**src/rtl/irqc_pkg.sv**
```systemverilog
package irqc_pkg;

  localparam int NUM_SRC = 13;
  localparam int REG_W   = 32;

  // control-to-datapath strobes
  typedef struct packed {
    logic               wrStatus;
    logic               wrMask;
    logic               selStatus;
    logic               selMask;
    logic               sideUpd;
    logic               sideVal;
    logic [NUM_SRC-1:0] srcChg;
    logic [NUM_SRC-1:0] srcLvl;
  } strobe_t;

  // status bit owned by each request line
  function automatic int srcBit(input int idx);
    case (idx)
      0:       return 7;
      1:       return 3;
      2:       return 2;
      3:       return 9;
      4:       return 10;
      5:       return 12;
      6:       return 5;
      7:       return 17;
      8:       return 28;
      9:       return 27;
      10:      return 26;
      11:      return 23;
      default: return 21;
    endcase
  endfunction

  // priority level requested by each request line
  function automatic int srcLevel(input int idx);
    if (idx <= 6)       return 3;
    else if (idx == 7)  return 5;
    else                return 6;
  endfunction

endpackage

```
**src/rtl/irqc_ctrl.sv**
```systemverilog
module irqc_ctrl
  import irqc_pkg::*;
#(
  parameter int ADDR_W     = 16,
  parameter logic [ADDR_W-1:0] STATUS_OFS = 16'h7000,
  parameter logic [ADDR_W-1:0] MASK_OFS   = 16'h7800
) (
  input  logic               clk,
  input  logic               rstN,
  input  logic [ADDR_W-1:0]  busAddr,
  input  logic               busWrEn,
  input  logic [NUM_SRC-1:0] srcLines,
  input  logic               sideWr,
  input  logic               sideVal,
  output strobe_t            stb
);

  logic [NUM_SRC-1:0] prevLvl;
  logic               hitStatus;
  logic               hitMask;

  always_ff @(posedge clk or negedge rstN) begin
    if (!rstN) prevLvl <= '0;
    else       prevLvl <= srcLines;
  end

  assign hitStatus = (busAddr == STATUS_OFS);
  assign hitMask   = (busAddr == MASK_OFS);

  always_comb begin
    stb           = '0;
    stb.selStatus = hitStatus;
    stb.selMask   = hitMask;
    stb.wrStatus  = busWrEn && hitStatus;
    stb.wrMask    = busWrEn && hitMask;
    stb.sideUpd   = sideWr;
    stb.sideVal   = sideVal;
    stb.srcChg    = srcLines ^ prevLvl;
    stb.srcLvl    = srcLines;
  end

endmodule

```
**src/rtl/irqc_datapath.sv**
```systemverilog
module irqc_datapath
  import irqc_pkg::*;
#(
  parameter int SIDE_BIT = 26,
  parameter int SIDE_SRC = 10,
  parameter int VEC_W    = 8,
  parameter int VEC_L3   = 27,
  parameter int VEC_L5   = 29,
  parameter int VEC_L6   = 30
) (
  input  logic             clk,
  input  logic             rstN,
  input  strobe_t          stb,
  input  logic [REG_W-1:0] busWdata,
  output logic [REG_W-1:0] busRdata,
  output logic [2:0]       irqLevel,
  output logic [VEC_W-1:0] irqVector
);

  logic [REG_W-1:0] statusQ;
  logic [REG_W-1:0] maskQ;
  logic [REG_W-1:0] srcHit;
  logic [REG_W-1:0] srcVal;
  logic [REG_W-1:0] grp3;
  logic [REG_W-1:0] grp5;
  logic [REG_W-1:0] grp6;
  logic [REG_W-1:0] pending;

  // scatter line changes onto status bit positions
  always_comb begin
    srcHit = '0;
    srcVal = '0;
    for (int i = 0; i < NUM_SRC; i++) begin
      if (stb.srcChg[i]) begin
        srcHit[srcBit(i)] = 1'b1;
        srcVal[srcBit(i)] = stb.srcLvl[i];
      end
    end
  end

  // group membership masks, built from the package table
  always_comb begin
    grp3 = '0;
    grp5 = '0;
    grp6 = '0;
    for (int i = 0; i < NUM_SRC; i++) begin
      if (srcLevel(i) == 3)      grp3[srcBit(i)] = 1'b1;
      else if (srcLevel(i) == 5) grp5[srcBit(i)] = 1'b1;
      else                       grp6[srcBit(i)] = 1'b1;
    end
  end

  // per-bit status cell: line change > side-band > bus write > hold
  for (genvar b = 0; b < REG_W; b++) begin : g_stat
    logic sideHere;
    assign sideHere = (b == SIDE_BIT) && stb.sideUpd;
    always_ff @(posedge clk or negedge rstN) begin
      if (!rstN)             statusQ[b] <= 1'b0;
      else if (srcHit[b])    statusQ[b] <= srcVal[b];
      else if (sideHere)     statusQ[b] <= stb.sideVal;
      else if (stb.wrStatus) statusQ[b] <= busWdata[b];
    end
  end

  always_ff @(posedge clk or negedge rstN) begin
    if (!rstN)           maskQ <= '0;
    else if (stb.wrMask) maskQ <= busWdata;
  end

  assign pending = statusQ & maskQ;

  always_comb begin
    if (|(pending & grp6)) begin
      irqLevel  = 3'd6;
      irqVector = VEC_W'(VEC_L6);
    end else if (|(pending & grp5)) begin
      irqLevel  = 3'd5;
      irqVector = VEC_W'(VEC_L5);
    end else if (|(pending & grp3)) begin
      irqLevel  = 3'd3;
      irqVector = VEC_W'(VEC_L3);
    end else begin
      irqLevel  = 3'd0;
      irqVector = '0;
    end
  end

  always_comb begin
    if (stb.selStatus)    busRdata = statusQ;
    else if (stb.selMask) busRdata = maskQ;
    else                  busRdata = '0;
  end

  // assertions
  for (genvar i = 0; i < NUM_SRC; i++) begin : g_ast
    AST_SRC_FOLLOW: assert property (@(posedge clk) disable iff (!rstN)
      stb.srcChg[i] |=> statusQ[srcBit(i)] == $past(stb.srcLvl[i]));
  end

  AST_SIDE_LOAD: assert property (@(posedge clk) disable iff (!rstN)
    (stb.sideUpd && !stb.srcChg[SIDE_SRC]) |=> statusQ[SIDE_BIT] == $past(stb.sideVal));

  AST_STATUS_HOLD: assert property (@(posedge clk) disable iff (!rstN)
    (!stb.wrStatus && !stb.sideUpd && stb.srcChg == '0) |=> $stable(statusQ));

  AST_MASK_HOLD: assert property (@(posedge clk) disable iff (!rstN)
    !stb.wrMask |=> $stable(maskQ));

  AST_LEVEL_LEGAL: assert property (@(posedge clk) disable iff (!rstN)
    (irqLevel == 3'd0 || irqLevel == 3'd3 || irqLevel == 3'd5 || irqLevel == 3'd6));

  AST_LEVEL_VEC: assert property (@(posedge clk) disable iff (!rstN)
    (irqLevel == 3'd0) == (irqVector == '0));

endmodule

```
**src/rtl/irq_prio_ctrl.sv**
```systemverilog
module irq_prio_ctrl
  import irqc_pkg::*;
#(
  parameter int ADDR_W = 16,
  parameter logic [ADDR_W-1:0] STATUS_OFS = 16'h7000,
  parameter logic [ADDR_W-1:0] MASK_OFS   = 16'h7800,
  parameter int VEC_W = 8
) (
  input  logic               clk,
  input  logic               rstN,
  input  logic [ADDR_W-1:0]  busAddr,
  input  logic               busWrEn,
  input  logic [REG_W-1:0]   busWdata,
  output logic [REG_W-1:0]   busRdata,
  input  logic [NUM_SRC-1:0] srcLines,
  input  logic               sideWr,
  input  logic               sideVal,
  output logic [2:0]         irqLevel,
  output logic [VEC_W-1:0]   irqVector
);

  strobe_t stb;

  irqc_ctrl #(
    .ADDR_W(ADDR_W), .STATUS_OFS(STATUS_OFS), .MASK_OFS(MASK_OFS)
  ) u_ctrl (
    .clk(clk), .rstN(rstN), .busAddr(busAddr), .busWrEn(busWrEn),
    .srcLines(srcLines), .sideWr(sideWr), .sideVal(sideVal), .stb(stb)
  );

  irqc_datapath #(.VEC_W(VEC_W)) u_dp (
    .clk(clk), .rstN(rstN), .stb(stb), .busWdata(busWdata),
    .busRdata(busRdata), .irqLevel(irqLevel), .irqVector(irqVector)
  );

endmodule

```
**config.mk**
```make
export PLATFORM = sky130hd
export DESIGN_NAME = irq_prio_ctrl
export DESIGN_NICKNAME = d
export VERILOG_FILES = /design/src/rtl/irqc_pkg.sv /design/src/rtl/irqc_ctrl.sv /design/src/rtl/irqc_datapath.sv /design/src/rtl/irq_prio_ctrl.sv
export SDC_FILE = /design/constraint.sdc
export NUM_CORES = 1
export LEC_CHECK = 0
export BUFFER_PORTS_ARGS = -buffer_cell sky130_fd_sc_hd__clkbuf_2
export CAP_MARGIN = 20
export CORE_MARGIN = 2
export CORE_UTILIZATION = 41
export CTS_BUF_LIST = sky130_fd_sc_hd__clkbuf_8 sky130_fd_sc_hd__clkbuf_16
export DETAILED_ROUTE_END_ITERATION = 10
export GPL_ROUTABILITY_DRIVEN = 0
export PLACE_DENSITY_LB_ADDON = 0.3
export SYNTH_ARGS = -nofsm -noshare
export SYNTH_HDL_FRONTEND = slang
export SYNTH_HIERARCHICAL = 1
export SYNTH_SLANG_ARGS = --single-unit
export TNS_END_PERCENT = 10
```
**constraint.sdc**
```tcl
create_clock -name clk -period 3.8 [get_ports clk]
set_clock_uncertainty 0.15 [all_clocks]
set_input_delay 0.38 -clock clk [delete_from_list [all_inputs] [get_ports clk]]
set_output_delay 0.38 -clock clk [all_outputs]
set_load 0.02 [all_outputs]
```
==> impl_metrics.ini, run 1 <==
[clocking]
path_clk_slew_ps = 80
cts_buffer_depth = 2
cts_setup_buffers = 0
ctsHoldBuffers = 0
cts_max_level = 3
cts-buffers-inserted = 9
clock-sinks = 77
ctsRootBufferMaster = clkbuf_8
ctsResizeCount = 0
cts_tree = done
insertion_delay_ps = 350

[yosys]
ys_ff_latch = 77
synth-compound-area-share = 0.1074
synthTopCellsByCount = dfrtp_1 (77), mux2_2 (50), a22o_1 (30)
ys_seq_area_frac = 0.5320
synth_top_area_share = 0.5320
synth_top_family_by_area = multiplexers
synth_cells = 282
synth.largest_area_cell = dfrtp_1
synth-simple-area-share = 0.05699
async_flop_share = 1.000
synthMostInstantiatedCell = dfrtp_1
ys.warnings.count = 6
synth_xor_xnor_area_share = 0.03143
ys_types = 29
synth.area.top_cells = dfrtp_1 (53%), mux2_2 (16%), a22o_1 (7.3%)
muxShareOfSynthArea = 0.1976
synthAdderAreaFrac = 0
synth_edf_count = 0
syn_area_um2 = 3622
avgSynthCellArea_um2 = 12.84
yosys_most_used_dff = dfrtp_1

[power]
seqPwrFrac = 0.510
p_per_area_nw_per_um2 = 393.9
leakagePower_nw = 2.207
ir_drop_mv = 0.2558
p_switching_w = 0.0003729
power_frac_clock = 0.430
p_sw_frac = 0.2196
power.internal_w = 0.001325
p_comb_frac = 0.060

[sta]
tightest_slew_ps = 969.3
fin_ws_ps = 1034
timing.final.hold_violations = 0
finalCritPeriodShare = 0.7278
finalSetupTns_ps = 0
setup_viol = 0
period_needed_ps = 2766
relSlewSlack = 0.3538
fmax_mhz = 361.6
rsz0062_at_grt = no
slew_violations = 0

[floorplanning]
initial_core_util = 0.4194
die_w_um = 98.00
fp.coreArea_um2 = 8636
top_level_ports = 109
rows = 34
fp.dieArea_um2 = 9603
die_y_um = 98.00

[grt]
overflow = 0
grt_pass1_vias = 2514
grt_util_met3 = 0.03651
grt_pass1_wl_mm = 12.12
antenna_found_initial = 0
globalRouteTotalUtil = 0.1578
met1_usage = 0.2057
busiest_layer = met2
use_met2 = 0.2550
grt_max_degree = 78

[drt]
drt_iter0_drc = 61
antenna_left = 0
dr.pass1.iters = 4
drt_wl_total_mm = 7.341
vias_per_cell = 5.046
route.detailed.drc = 0
vias = 2412
post_drt_wl_per_cell_um = 15.36

[final_layout]
n_antenna_cell = 0
layout.nets = 431
fin_util = 0.4993
drive_above_1_share = 0.4973
synthToLayoutAreaGrowth_pct = 19.03
fin_area_um2 = 4312

[worst_setup_path]
path_max_fanout = 35
cp.arrival_ps = 2240
slowest_delay_ps = 370
crit_chain = clkbuf_2, nor4b_2, nand4_1, nor2_2, buf_4, nor2b_2, buf_4, a22o_1, clkbuf_2
cp.required_ps = 3270
cp_slowest_cell = buf_4
cp_top_family = buffers and inverters
cp-start-kind = input pin
cp.buffers_inverters = 4
worstSetupEndpointType = output pin
setup.worst_path.class = input pin to output pin

[place]
dp_slack_ps = 1052
hpwl_mm = 5.046
dpl-instance-area_um2 = 4073
portBuffers = 105

[run_status]
outcome = finished, final reports clean

[run]
max_cap_viol_count = 0

[min_path]
hold_class = input pin to asynchronous set/reset pin
## worst register-to-register path, delay by kind of cell (launching register included)
family	cells	cell delay [ps]
DFF	1	390
muxes	1	350
xor gates and xnor gates	1	180
## area by class of cell
type	count	area [µm²]
Clock buffer	9	123.9
Clock inverter	7	115.1
Fill cell	785	4324
Inverter	1	3.754
Multi-Input combinational cell	167	1449
Sequential cell	77	1927
Tap cell	108	135.1
Timing Repair Buffer	109	558.0
## flip-flops by register name (all words and copies together), names as in the netlist
register        cells
u_dp/maskQ         32
u_dp/statusQ       32
u_ctrl/prevLvl     13
## per-layer routing
metal,up-vias,wire length (µm)
li1,1156,-
met1,1177,3348
met2,69,3433
met3,10,441
met4,0,117
met5,-,0
## kinds of logic after synthesis
| logic type | after synthesis |
|---|---|
| muxes | 65 |
| DFF | 77 |
| buffers and inverters | 40 |
| other | 1 |
| xor gates and xnor gates | 13 |
| AOI/OAI and AO/OA | 51 |
| and+or+nand+nor | 35 |
## final timing paths
kind                                     from  slack (ps)  cells after the start           endpoint
hold / removal                           rstN           6                      1  u_ctrl/prevLvl[9]
setup reg to reg           u_ctrl/prevLvl[10]        2630                      2   u_dp/statusQ[26]
max in group asynchronous                rstN        2830                      1      u_dp/maskQ[6]
setup / recovery                   busAddr[2]        1030                      9        busRdata[8]
min in group clk                  srcLines[1]          30                      1  u_ctrl/prevLvl[1]
hold reg to reg                u_dp/maskQ[29]         340                      1     u_dp/maskQ[29]
## power groups by stage
stage | sequential (W) | combinational [W] | clock (W)
6_report | 0.000866 | 0.000102 | 0.000730
5_1_grt | 0.000870 | 0.000120 | 0.000779
4_1_cts | 0.000866 | 0.000104 | 0.000756
3_5_place_dp | 0.000882 | 0.000104 | 0
3_3_place_gp | 0.000881 | 0.000101 | 0
2_1_floorplan | 0.000877 | 0.0000507 | 0
## per-stage QoR
stage / power, W / std cells / hold WS (ps)
floorplan: 0.0009273 / 284 / -65.59
global placement: 0.0009817 / 462 / 327.7
detailed placement: 0.0009858 / 462 / 330.7
CTS: 0.001726 / 478 / 5.926
global route: 0.001769 / 478 / 18.82
finish: 0.001698 / 478 / 6.028
## cells in the final DEF (no fill, tap or decap)
cell / synthesis / layout
nand2_1: 21 / 21
nor4_2: 1 / 1
a22o_1: 30 / 30
mux2_2: 50 / 50
and3_2: 1 / 2
bufinv_16: 0 / 3
and3_1: 2 / 1
a222oi_1: 2 / 2
and4_1: 1 / 1
and3b_1: 1 / 1
o21ai_0: 16 / 16
nor3b_4: 0 / 1
dfrtp_1: 77 / 77
conb_1: 1 / 3
clkbuf_8: 0 / 9
mux2i_1: 13 / 13
mux2_1: 2 / 2
clkinv_2: 0 / 1
and2_2: 1 / 1
clkbuf_2: 0 / 104
nor4b_2: 1 / 1
nor2_2: 0 / 1
buf_4: 29 / 5
nor2b_2: 0 / 1
inv_1: 1 / 2
xor2_1: 13 / 13
nor4_4: 1 / 1
a21boi_2: 1 / 1
clkinvlp_4: 0 / 1
clkinv_4: 0 / 1
nand3_1: 1 / 1
nand4_1: 1 / 1
a22oi_1: 2 / 2
No activity file was read; power rests on OpenSTA's default activity.
==> inputs of run 2 (changes only) <==
==> constraint.sdc (replaced) <==
create_clock -name clk -period 2.3 [get_ports clk]
set_clock_uncertainty 0.15 [all_clocks]
set_input_delay 0.23 -clock clk [delete_from_list [all_inputs] [get_ports clk]]
set_output_delay 0.23 -clock clk [all_outputs]
set_load 0.02 [all_outputs]
==> run 2 against run 1 <==
Net effect: sequential share of layout area down 5.0 points; clock-buffer cell count increased by 1; setup slack worse by 920 ps; first-iteration DRC count increased by 52%; combinational power increased by 130%; clock power up 64%; critical path depth fell by 2; die area stayed put; sequential power up 65%; global-route usage up 1.3 points; non-clock buffer count rose by 49.
==> impl_metrics.ini, run 2 (synthesized netlist as in run 1, its figures left out) <==
[clocking]
path_clk_slew_ps = 70
insertion_delay_ps = 330
cts_buffer_depth = 2
cts_setup_buffers = 0
cts_tree = done
cts-buffers-inserted = 9
clock-sinks = 77
cts_max_level = 3
ctsRootBufferMaster = clkbuf_8

[drt]
vias_per_cell = 5.002
route.detailed.drc = 0
drt_wl_total_mm = 7.760
antenna_left = 0
dr_wl_met2_mm = 3.936
wl_met1_mm = 3.330
post_drt_wl_per_cell_um = 14.72
vias = 2636
dr.pass1.iters = 4
met3RoutedLength_um = 395
drt_iter0_drc = 93
dr.max_layer_used = met4

[floorplanning]
fp.coreArea_um2 = 8636
rows = 34
die_w_um = 98.00
initial_core_util = 0.4194
die_y_um = 98.00
fp.dieArea_um2 = 9603
top_level_ports = 109

[sta]
timing.final.hold_violations = 0
finalCritPeriodShare = 0.9519
rsz0062_at_grt = no
fmax_mhz = 456.8
setup_viol = 0
finalSetupTns_ps = 0
slew_violations = 0
period_needed_ps = 2189

[final_layout]
n_antenna_cell = 0
final_common_cell = clkbuf_2
drive_above_1_share = 0.4487
final_cell_mix = clkbuf_2 (104), dfrtp_1 (77), mux2_2 (50)
layout.cells.non_filler = 527
synthToLayoutAreaGrowth_pct = 34.13
top_regs = u_dp/maskQ (32), u_dp/statusQ (32), u_ctrl/prevLvl (13)
layout.nets = 480

[grt]
grt_max_degree = 45
overflow = 0
grt_pass1_wl_mm = 13.10
grt_pass1_vias = 2821
antenna_found_initial = 0
globalRouteTotalUtil = 0.1703

[worst_setup_path]
crit_chain = clkbuf_2, nor4b_2, nand4_1, nor2_2, buf_4, a22o_1, clkbuf_2
cp.arrival_ps = 1810
cp.required_ps = 1920
cp_top_family = simple AND/OR/NAND/NOR gates
setup.worst_path.class = input pin to output pin
worstSetupEndpointType = output pin
slowest_delay_ps = 310
cp-start-kind = input pin
cp_slowest_cell = buf_4
rrSetupSlack_ps = 1130
cp.buffers_inverters = 3
cp_common_cell = clkbuf_2
path_max_fanout = 20

[place]
portBuffers = 105
place_inst = 467
hpwl_mm = 5.430

[run_status]
outcome = finished, final reports clean

[min_path]
hold_class = input pin to register

[power]
p_per_area_nw_per_um2 = 589.1
ir_drop_mv = 0.3905
leakagePower_nw = 2.441

[run]
max_cap_viol_count = 0
## run 2: cell types whose count changed in the layout (fill, tap and decap cells not counted)
cell / delta
clkinv_4: -1
nor2b_2: -1
clkinvlp_4: -1
clkbuf_8: +1
inv_1: +1
nor2b_4: +1
dlygate4sd3_1: +44
buf_12: +5
## run 2: area by class of cell
type | count | area (µm²)
fill | 755 | 3777
inverter | 1 | 3.754
clock buffer | 10 | 137.6
sequential | 77 | 1927
timing repair buffer | 158 | 1099
clock inverter | 6 | 102.6
multi-input combinational | 167 | 1454
tap | 108 | 135.1
## run 2: worst paths after layout
kind | startpoint | depth (start not counted) | end
setup / recovery | busAddr[2] | 7 | busRdata[8]
setup reg to reg | u_dp/statusQ[26] | 3 | u_dp/statusQ[26]
max in group asynchronous | rstN | 3 | u_dp/maskQ[20]
hold / removal | busWdata[3] | 2 | u_dp/maskQ[3]
hold reg to reg | u_dp/maskQ[29] | 1 | u_dp/maskQ[29]
min in group asynchronous | rstN | 2 | u_dp/statusQ[29]
## run 2: what timing repair did
action | in CTS | in global routing
endpoints found under the setup margin | 0 | 26
endpoints found under the hold margin | 107 | 0
hold buffers | 44 | 0
resized for setup | 0 | 1
## run 2: report_power, final
group / internal (W) / leakage (nW) / switching, W
Combinational: 0.000127 / 1.29 / 0.000106
Clock: 0.000741 / 0.129 / 0.000455
Sequential: 0.00140 / 1.02 / 0.0000344
## run 2: metrics by stage
stage | utilization | worst slack [ps] | total power (W) | hold slack, ps | area (µm²)
2_1_floorplan | - | 354.1 | 0.001532 | -215.6 | 3630
3_3_place_gp | 0.4832 | 124.2 | 0.001628 | 59.84 | 4173
3_5_place_dp | 0.4832 | 77.95 | 0.001634 | 64.54 | 4173
4_1_cts | 0.5620 | 64.47 | 0.002905 | 3.988 | 4853
5_1_grt | 0.5626 | 35.65 | 0.003005 | 16.12 | 4858
6_report | 0.5626 | 110.7 | 0.002862 | 19.27 | 4858
## run 2: layer usage
layer	track usage	vias up
met2	0.2908	77
met1	0.2149	1300
met3	0.03508	10
li1	-	1249
met5	0	-
met4	0.06090	0
## run 2: worst reg2reg max path: stages, from the launching register on
cell,delay (ps)
dfrtp_1,400
mux2i_1,140
o21ai_0,90
mux2_2,270
==> inputs of run 3 (changes only) <==
--- a/config.mk
+++ b/config.mk
@@ -7,8 +7,10 @@
 export LEC_CHECK = 0
 export BUFFER_PORTS_ARGS = -buffer_cell sky130_fd_sc_hd__clkbuf_2
 export CAP_MARGIN = 20
+export CELL_PAD_IN_SITES_DETAIL_PLACEMENT = 1
+export CELL_PAD_IN_SITES_GLOBAL_PLACEMENT = 1
 export CORE_MARGIN = 2
-export CORE_UTILIZATION = 41
+export CORE_UTILIZATION = 27
 export CTS_BUF_LIST = sky130_fd_sc_hd__clkbuf_8 sky130_fd_sc_hd__clkbuf_16
 export DETAILED_ROUTE_END_ITERATION = 10
 export GPL_ROUTABILITY_DRIVEN = 0
==> run 3 against run 2 <==
Net effect: sequential power barely moved; total power increased by 4.8%; clock-buffer cell count is 1 higher; highest routed layer unchanged; die area is 50% higher; fmax fell by 1.4%; setup slack lost 31 ps; first-iteration DRC count decreased by 25%; core utilization shrank 18 points; global-route usage shrank 3.8 points; via count rose by 2.0%; final cell count grew 13%; clock power grew 11%.
==> impl_metrics.ini, run 3 (synthesized netlist as in run 1, its figures left out) <==
[final_layout]
n_antenna_cell = 0
top_regs = u_dp/maskQ (32), u_dp/statusQ (32), u_ctrl/prevLvl (13)
fin_area_um2 = 5031
drive_above_1_share = 0.4513
final_cell_mix = clkbuf_2 (104), dfrtp_1 (77), mux2_2 (50)
final_common_cell = clkbuf_2
fill_cells = 1447
synthToLayoutAreaGrowth_pct = 38.89
layout.nets = 482

[grt]
overflow = 0
globalRouteTotalUtil = 0.1319
antenna_found_initial = 0
grt_max_degree = 44
grt_pass1_vias = 2846
grt_pass1_wl_mm = 14.39

[clocking]
clock-sinks = 77
cts_max_level = 3
cts-buffers-inserted = 9
ctsRootBufferMaster = clkbuf_16
insertion_delay_ps = 340
path_clk_slew_ps = 60
cts_buffer_depth = 2
cts_tree = done

[run_status]
outcome = finished, final reports clean

[drt]
vias_per_cell = 4.506
dr.pass1.iters = 4
drt_iter0_drc = 70
post_drt_wl_per_cell_um = 15.45
antenna_left = 0
route.detailed.drc = 0
drt_wl_total_mm = 9.222
vias = 2690

[floorplanning]
fp.dieArea_um2 = 14360
top_level_ports = 109
initial_core_util = 0.2746
rows = 42
die_w_um = 119.8
fp.coreArea_um2 = 13190
die_y_um = 119.8

[power]
p_sw_frac = 0.2305
seqPwrFrac = 0.478
p_switching_w = 0.0006917
p_comb_frac = 0.080
ir_drop_mv = 0.4163
p_total_w = 0.003000
p_per_area_nw_per_um2 = 596.3
leakagePower_nw = 2.470
power.internal_w = 0.002309
power_frac_clock = 0.442

[place]
portBuffers = 105
hpwl_mm = 6.136
dpl-instance-area_um2 = 4255

[worst_setup_path]
path_max_fanout = 15
r2r_end = u_dp/statusQ[26]
cp-start-kind = input pin
cp_slowest_cell = nor4b_2
cp_common_cell = clkbuf_2
slowest_delay_ps = 320
worstSetupEndpointType = output pin
crit_chain = clkbuf_2, nor4b_2, and4_1, and2_2, nor2b_4, clkbuf_16, a22o_1, clkbuf_2
r2r-start = u_dp/statusQ[26]
setup.worst_path.class = input pin to output pin
rrSetupSlack_ps = 1130
cp.arrival_ps = 1840
cp.required_ps = 1920
rr_worst_depth = 3

[sta]
timing.final.hold_violations = 0
whs_ps = 12.39
finalCritPeriodShare = 0.9656
setup_viol = 0
period_needed_ps = 2221
slew_violations = 0
fmax_mhz = 450.3

[min_path]
hold_end = u_dp/maskQ[27]
hold_class = input pin to register
worstHoldStart = busWdata[27]
hold_path_depth = 2

[run]
max_cap_viol_count = 0
## run 3: worst max-delay path: cells and delay by family
kind	cells	cell delay, ps
compound gates	1	140
buf+inv	3	470
simple gates	4	970
## run 3: how the worst max path moves through the flow
| stage | startpoint | to |
|---|---|---|
| after floorplan | busAddr[2] | busRdata[0] |
| after global placement | busAddr[6] | u_dp/statusQ[26] |
| after detailed placement | busAddr[2] | u_dp/statusQ[26] |
| after CTS | u_dp/statusQ[21] | irqVector[0] |
| after global routing | busAddr[2] | busRdata[28] |
| final | busAddr[2] | busRdata[4] |
## run 3: power by group through the flow
stage	Combinational, W	Sequential [W]	Clock [W]
after floorplan	0.0000837	0.00145	0
after global placement	0.000174	0.00146	0
after detailed placement	0.000181	0.00146	0
after CTS	0.000243	0.00143	0.00138
after global routing	0.000271	0.00144	0.00143
final	0.000239	0.00143	0.00133
## run 3: repair_timing
item	4_1_cts	5_1_grt
hold endpoints to repair	106	0
gates resized for setup	0	2
hold buffers	45	0
endpoints found under the setup margin	0	24
setup buffers	0	1
## run 3: cell type report
class	instances	area (µm²)	share of cell area
well taps	176	220.2	0.04377
clock buffers	11	252.7	0.05024
flip-flops and latches	77	1927	0.3830
multi-input cells	167	1468	0.2917
clock inverters	5	26.28	0.005223
repair buffers	160	1134	0.2253
inverters	1	3.754	0.0007461
## run 3: layer usage
metal / GRT usage / wire [µm] / vias up / share of wire
li1: - / - / 1255 / -
met1: 0.1616 / 4028 / 1340 / 0.44
met2: 0.2182 / 4546 / 79 / 0.49
met3: 0.03137 / 443 / 16 / 0.048
met4: 0.06397 / 203 / 0 / 0.022
met5: 0 / 0 / - / 0
## run 3: through the flow
step                instances  worst slack [ps]    util  TNS [ps]
detailed placement        534             38.93  0.3226         0
finish                    597             79.21  0.3814         0
global placement          534             117.6  0.3226         0
CTS                       595             43.17  0.3779         0
floorplan                 284             354.1       -         0
global route              597            -9.351  0.3814    -40.50
